**src/rtl/dre_guard_pkg.sv**
```systemverilog
package dre_guard_pkg;

  // Cycle class recorded at the falling row strobe.
  typedef enum logic [1:0] {
    CYC_IDLE    = 2'd0,
    CYC_ACCESS  = 2'd1,
    CYC_REFRESH = 2'd2
  } dre_cycle_e;

  // Upper address bit index of the first derived line on the DRAM.
  localparam int unsigned DRE_ADDR_HI_BASE = 10;

endpackage

```
**src/rtl/dre_cycle_classifier.sv**
```systemverilog
module dre_cycle_classifier
  import dre_guard_pkg::*;
(
  input  logic       clk,
  input  logic       rst_n,
  input  logic       ras_n,
  input  logic       cas_n,
  output dre_cycle_e cycle,
  output logic       ras_fall_now
);

  logic       ras_q;
  dre_cycle_e cycle_q;
  dre_cycle_e cycle_d;

  // Row strobe was high at the last edge and is low now.
  assign ras_fall_now = ras_q & ~ras_n;

  always_comb begin
    cycle_d = cycle_q;
    if (ras_n) begin
      cycle_d = CYC_IDLE;
    end else if (ras_fall_now) begin
      cycle_d = cas_n ? CYC_ACCESS : CYC_REFRESH;
    end
  end

  always_ff @(posedge clk or negedge rst_n) begin
    if (!rst_n) begin
      ras_q   <= 1'b1;
      cycle_q <= CYC_IDLE;
    end else begin
      ras_q   <= ras_n;
      cycle_q <= cycle_d;
    end
  end

  assign cycle = cycle_q;

endmodule

```
**src/rtl/dre_we_gate.sv**
```systemverilog
module dre_we_gate
  import dre_guard_pkg::*;
(
  input  logic       ras_n,
  input  logic       cas_n,
  input  logic       we_n_in,
  input  dre_cycle_e cycle,
  input  logic       ras_fall_now,
  output logic       we_n_out
);

  logic pre_ras_cbr;
  logic fall_cbr;
  logic in_refresh;
  logic force_high;

  // Column strobe leads the row strobe: a refresh is being set up.
  assign pre_ras_cbr = ~cas_n & ras_n;
  // Row strobe falls in this sample with the column strobe low.
  assign fall_cbr    = ~cas_n & ras_fall_now;
  // Registered refresh state, valid until the row strobe rises.
  assign in_refresh  = (cycle == CYC_REFRESH) & ~ras_n;

  assign force_high = pre_ras_cbr | fall_cbr | in_refresh;
  assign we_n_out   = force_high | we_n_in;

endmodule

```
**src/rtl/dre_row_addr.sv**
```systemverilog
module dre_row_addr #(
  parameter int unsigned ADDR_HI_W = 2
) (
  input  logic                 clk,
  input  logic                 rst_n,
  input  logic                 ras_n,
  input  logic [ADDR_HI_W-1:0] rowsel,
  output logic [ADDR_HI_W-1:0] addr_hi
);

  for (genvar b = 0; b < ADDR_HI_W; b++) begin : g_bit
    logic held_q;

    always_ff @(posedge clk or negedge rst_n) begin
      if (!rst_n) begin
        held_q <= 1'b0;
      end else if (ras_n) begin
        held_q <= rowsel[b];
      end
    end

    assign addr_hi[b] = ras_n ? rowsel[b] : held_q;
  end

endmodule

```
**src/rtl/dre_refresh_we_guard.sv**
```systemverilog
module dre_refresh_we_guard
  import dre_guard_pkg::*;
#(
  parameter int unsigned ADDR_HI_W = 2
) (
  input  logic                 clk,
  input  logic                 rst_n,
  input  logic                 host_ras_n,
  input  logic                 host_cas_n,
  input  logic                 host_we_n,
  input  logic [ADDR_HI_W-1:0] host_rowsel,
  output logic                 mem_we_n,
  output logic [ADDR_HI_W-1:0] mem_addr_hi
);

  dre_cycle_e cycle;
  logic       ras_fall_now;

  dre_cycle_classifier u_class (
    .clk          (clk),
    .rst_n        (rst_n),
    .ras_n        (host_ras_n),
    .cas_n        (host_cas_n),
    .cycle        (cycle),
    .ras_fall_now (ras_fall_now)
  );

  dre_we_gate u_gate (
    .ras_n        (host_ras_n),
    .cas_n        (host_cas_n),
    .we_n_in      (host_we_n),
    .cycle        (cycle),
    .ras_fall_now (ras_fall_now),
    .we_n_out     (mem_we_n)
  );

  dre_row_addr #(
    .ADDR_HI_W (ADDR_HI_W)
  ) u_addr (
    .clk     (clk),
    .rst_n   (rst_n),
    .ras_n   (host_ras_n),
    .rowsel  (host_rowsel),
    .addr_hi (mem_addr_hi)
  );

endmodule

```
**config.mk**
```make
export PLATFORM = sky130hd
export DESIGN_NAME = dre_refresh_we_guard
export DESIGN_NICKNAME = d
export VERILOG_FILES = /design/src/rtl/dre_guard_pkg.sv /design/src/rtl/dre_cycle_classifier.sv /design/src/rtl/dre_we_gate.sv /design/src/rtl/dre_row_addr.sv /design/src/rtl/dre_refresh_we_guard.sv
export SDC_FILE = /design/constraint.sdc
export NUM_CORES = 1
export LEC_CHECK = 0
export CELL_PAD_IN_SITES_DETAIL_PLACEMENT = 1
export CELL_PAD_IN_SITES_GLOBAL_PLACEMENT = 2
export CORE_AREA = 2 2 39 41
export CTS_CLUSTER_SIZE = 40
export DETAILED_ROUTE_END_ITERATION = 8
export DIE_AREA = 0 0 41 43
export DONT_BUFFER_PORTS = 1
export GPL_ROUTABILITY_DRIVEN = 0
export PLACE_DENSITY_LB_ADDON = 0.08
export SLEW_MARGIN = 20
export SYNTH_ARGS = -nofsm -noshare
export SYNTH_HDL_FRONTEND = slang
export SYNTH_HIERARCHICAL = 1
export SYNTH_SLANG_ARGS = --single-unit
export TNS_END_PERCENT = 30
```
**constraint.sdc**
```tcl
create_clock -name clk -period 1.9 [get_ports clk]
set_input_delay 0.285 -clock clk [delete_from_list [all_inputs] [get_ports clk]]
set_output_delay 0.285 -clock clk [all_outputs]
set_load 0.05 [all_outputs]
```
# Yosys cells after proc, flatten, opt, wreduce, memory -nomap -nowiden
# Cells that the tools add are included.
# totals
reg_bits,5
in_bits,7
out_inout_bits,3
wordCells,20
# classes
n_eq_ne,1
mux,5
bitwise,9
reduce_logical,1
# op_table
operator,count
$mux W2,3
$and A1 B1 Y1,4
$or A1 B1 Y1,3
$eq A2 B2 Y1 const B,1
$mux W1,2
$not A1 Y1,2
$reduce_bool A2 Y1,1

# Longest topological paths before layout
# logic_depth
word_depth,6
mapped_depth,3

# By module
# Netlist, hierarchy kept.
# modules_own_cells
module,instances,cells_per_inst,area_per_inst_um2,seq_area_each_um2
dre_cycle_classifier,1,9,118.9,76.3
dre_row_addr,1,4,72.6,50.0
dre_we_gate,1,4,28.8,0.0

# Worst setup path after synthesis
# OpenSTA, ideal clock, no wires.
# synth_timing
path_kind,register to output
startpoint,register u_class.ras_q
endpoint,output port mem_we_n
t_arrival_ns,1.194
t_required_ns,1.615
slack_ns,0.421
path_stages_with_launch,4
n_path_buf,0
cell_sequence,dfstp_2 > nor2b_1 > nor2_1 > o221ai_2
# synth_via
elab_chain_cells,5
# synth_lines
element,line,source
start: declaration,dre_cycle_classifier.sv:12,logic ras_q;
start signal: assignment,dre_cycle_classifier.sv:33,ras_q <= ras_n;
$and A1 B1 Y1,dre_cycle_classifier.sv:17,assign ras_fall_now = ras_q & ~ras_n;
net ras_fall_now,dre_refresh_we_guard.sv:17,logic ras_fall_now;
$and A1 B1 Y1,dre_we_gate.sv:20,assign fall_cbr = ~cas_n & ras_fall_now;
$or A1 B1 Y1 (2 in a row),dre_we_gate.sv:24,assign force_high = pre_ras_cbr | fall_cbr | in_refresh;
$or A1 B1 Y1,dre_we_gate.sv:25,assign we_n_out = force_high | we_n_in;
end: declaration,dre_refresh_we_guard.sv:12,"output logic mem_we_n,"
# The timed path passes the listed nets, and every way through them passes these cells.

# Worst setup path after layout
# Same ends and word-level chain as after synthesis.

==> out/results.tsv <==
metric	value	unit
status	finished, final reports clean	
drt_iter0_markers	2	
critPathMaxFanout	4	
routedLengthMet1	168	um
initial_core_util	0.1591	
avgSynthCellArea	12.95	um^2
finalPower	282.7	uW
seqPwrFrac	0.421	
overflow	0	
cts_num_sinks	5	
grt_pass1_wl	621	um
dieHeight	43	um
slew_violations	0	
syn-num-nets	24	
tritoncts	built	
synthTopCellsByArea	dfrtp_1 (45%), dfstp_2 (12%), mux2_2 (10%)	
routedWlPerCell	10.36	um
yosys_warnings	6	
peakVddDrop	0.2482	mV
place_area	247.7	um^2
grt_max_degree	9	
syn_area	220.2	um^2
p_switching	74.39	uW
synth_seq_cells	5	
fin_worst_skew	0.0003501	ns
cts_buffer_depth	2	
yosysTopAreaCell	dfrtp_1	
wl_met3	51	um
synth_edf_count	0	
diodes	0	
drive_above_1_share	0.3913	
post_cts_buffers	0	
design_area	284.0	um^2
ioPinCount	10	
cp_slowest_stage_delay	0.54	ns
intPower	208.4	uW
tightest_slew	0.2781	ns
fin_ws	0.2717	ns
power.static_leakage	0.0001187	uW
combPwrFrac	0.155	
drt-total-wl	404	um
htree_levels	1	
dp_slack	0.4982	ns
critPathRequiredTime	1.62	ns
antenna_found_initial	0	
synth_seq_area_share	0.5739	
synth.distinct_cells	11	
top_layer	met3	
max_freq	0.6141	GHz
yosysMostFrequentCell	dfrtp_1	
rsz0062_at_grt	false	
die_w	41	um
synth_top_area_share	0.4545	
antenna_left	0	
io_buffers	0	
dr.pass1.iters	2	
worstSkewPairLatency	0.24	ns
grt.total_usage	0.05865	
arrival	1.34	ns
crit_family	flip-flops	
ys_async_sr_fraction	1.000	
core_area	1384	um^2
setup_tns	0	ns
swShare	0.2631	
setup.worst_path.start_class	flip-flop	
p_per_area	995.5	nW/um^2
grt_pass1_vias	158	
drc	0	
area_growth	28.98	%
end_kind	primary output	
die_area	1763	um^2
min_period	1.628	ns
clock-root-buffer	clkbuf_4	
synthCells	17	
clkPwrFrac	0.424	
critPathSlowestCell	dfstp_2	
clk_pin_slew	0.04	ns
numCtsBuffers	3	
hold_viol_final	0	
critPathKind	flip-flop to primary output	
setup_viol	0	
wl_met2	184	um
synth_top_cells_by_count	dfrtp_1 (4), mux2_2 (2), nand2b_1 (2), nor2_1 (2)	
maxCapViolCount	0	
fin_nets	31	
maxSlewHeadroom	0.8146	
period_share	0.8570	
worstHoldPathType	input pin to flip-flop	
synthFlopType	dfrtp_1	
vias_per_cell	3.641	
path_cells	nor2b_1, nor2_1, o221ai_2, buf_4	
row_count	14	
crit_buf_inv	1	
num_vias	142	
[metrics by stage]
stage,utilization,hold slack (ns),std cells
after floorplan,-,-0.01059,17
after global placement,0.1790,-0.01042,34
after detailed placement,0.1790,-0.01045,34
after CTS,0.2052,0.03247,39
after global routing,0.2052,0.02512,39
final,0.2052,0.04541,39
[sequential cells by signal, summed over array words and instances, names as in the netlist]
signal / cells
u_addr/g_bit.held_q: 2
u_class/cycle: 2
u_class/ras_q: 1
[power groups by stage]
stage,sequential (uW),combinational (uW),clock (uW)
final,119,43.8,120
after global routing,119,46.5,135
after floorplan,119,36.8,0
after detailed placement,121,41.0,0
after global placement,121,40.9,0
after CTS,119,44.5,129
[area by class of cell]
class	instances	area, um^2
fillers	157	1100
flip-flops and latches	5	126.4
multi-input cells	11	90.09
clock buffers	4	26.28
well taps	16	20.02
repair buffers	2	17.52
inverters	1	3.754
[kinds of logic (layout without fill, tap and decap cells)]
kind of cell / after synthesis / in the layout / synth area share
muxes: 3 / 3 / 0.1477
AOI/OAI and AO/OA: 2 / 2 / 0.1079
DFF: 5 / 5 / 0.5739
and+or+nand+nor: 6 / 6 / 0.1534
buffers and inverters: 1 / 7 / 0.01703
[worst register-to-register path, stage by stage (launching register included)]
cell and delay [ns]:
dfstp_2 0.54, or2b_1 0.24, a21oi_2 0.12
[routing by layer]
metal | track usage | vias up
met5 | 0 | -
met1 | 0.06250 | 66
met4 | 0.08000 | 0
met3 | 0.02618 | 0
met2 | 0.06875 | 8
li1 | - | 68
[path summary, 6_finish.rpt]
kind	from	end	slack, ns	cells after the start
worst max-delay path	u_class/ras_q	mem_we_n	0.27	4
worst min-delay path	host_ras_n	u_class/ras_q	0.05	0
worst max register to register	u_class/ras_q	u_class/cycle[1]	0.93	2
worst min register to register	u_class/cycle[1]	u_class/cycle[1]	0.55	2
max in group asynchronous	rst_n	u_class/ras_q	1.31	1
min in group asynchronous	rst_n	u_addr/g_bit[0].held_q	0.34	1
[cells in the final DEF (no fill, tap or decap)]
master | Yosys | routed
a21oi_2 | 1 | 1
buf_4 | 0 | 1
clkbuf_1 | 0 | 1
clkbuf_4 | 0 | 3
dfrtp_1 | 4 | 4
dfstp_2 | 1 | 1
dlygate4sd3_1 | 0 | 1
inv_1 | 1 | 1
mux2_2 | 2 | 2
mux2i_1 | 1 | 1
nand2b_1 | 2 | 2
nor2_1 | 2 | 2
nor2b_1 | 1 | 1
o221ai_2 | 1 | 1
or2b_1 | 1 | 1
[what timing repair did]
action,in CTS,in global routing
gates resized for setup,0,0
endpoints found under the hold margin,5,0
hold buffers,1,0
No activity file was read; power rests on OpenSTA's default activity.
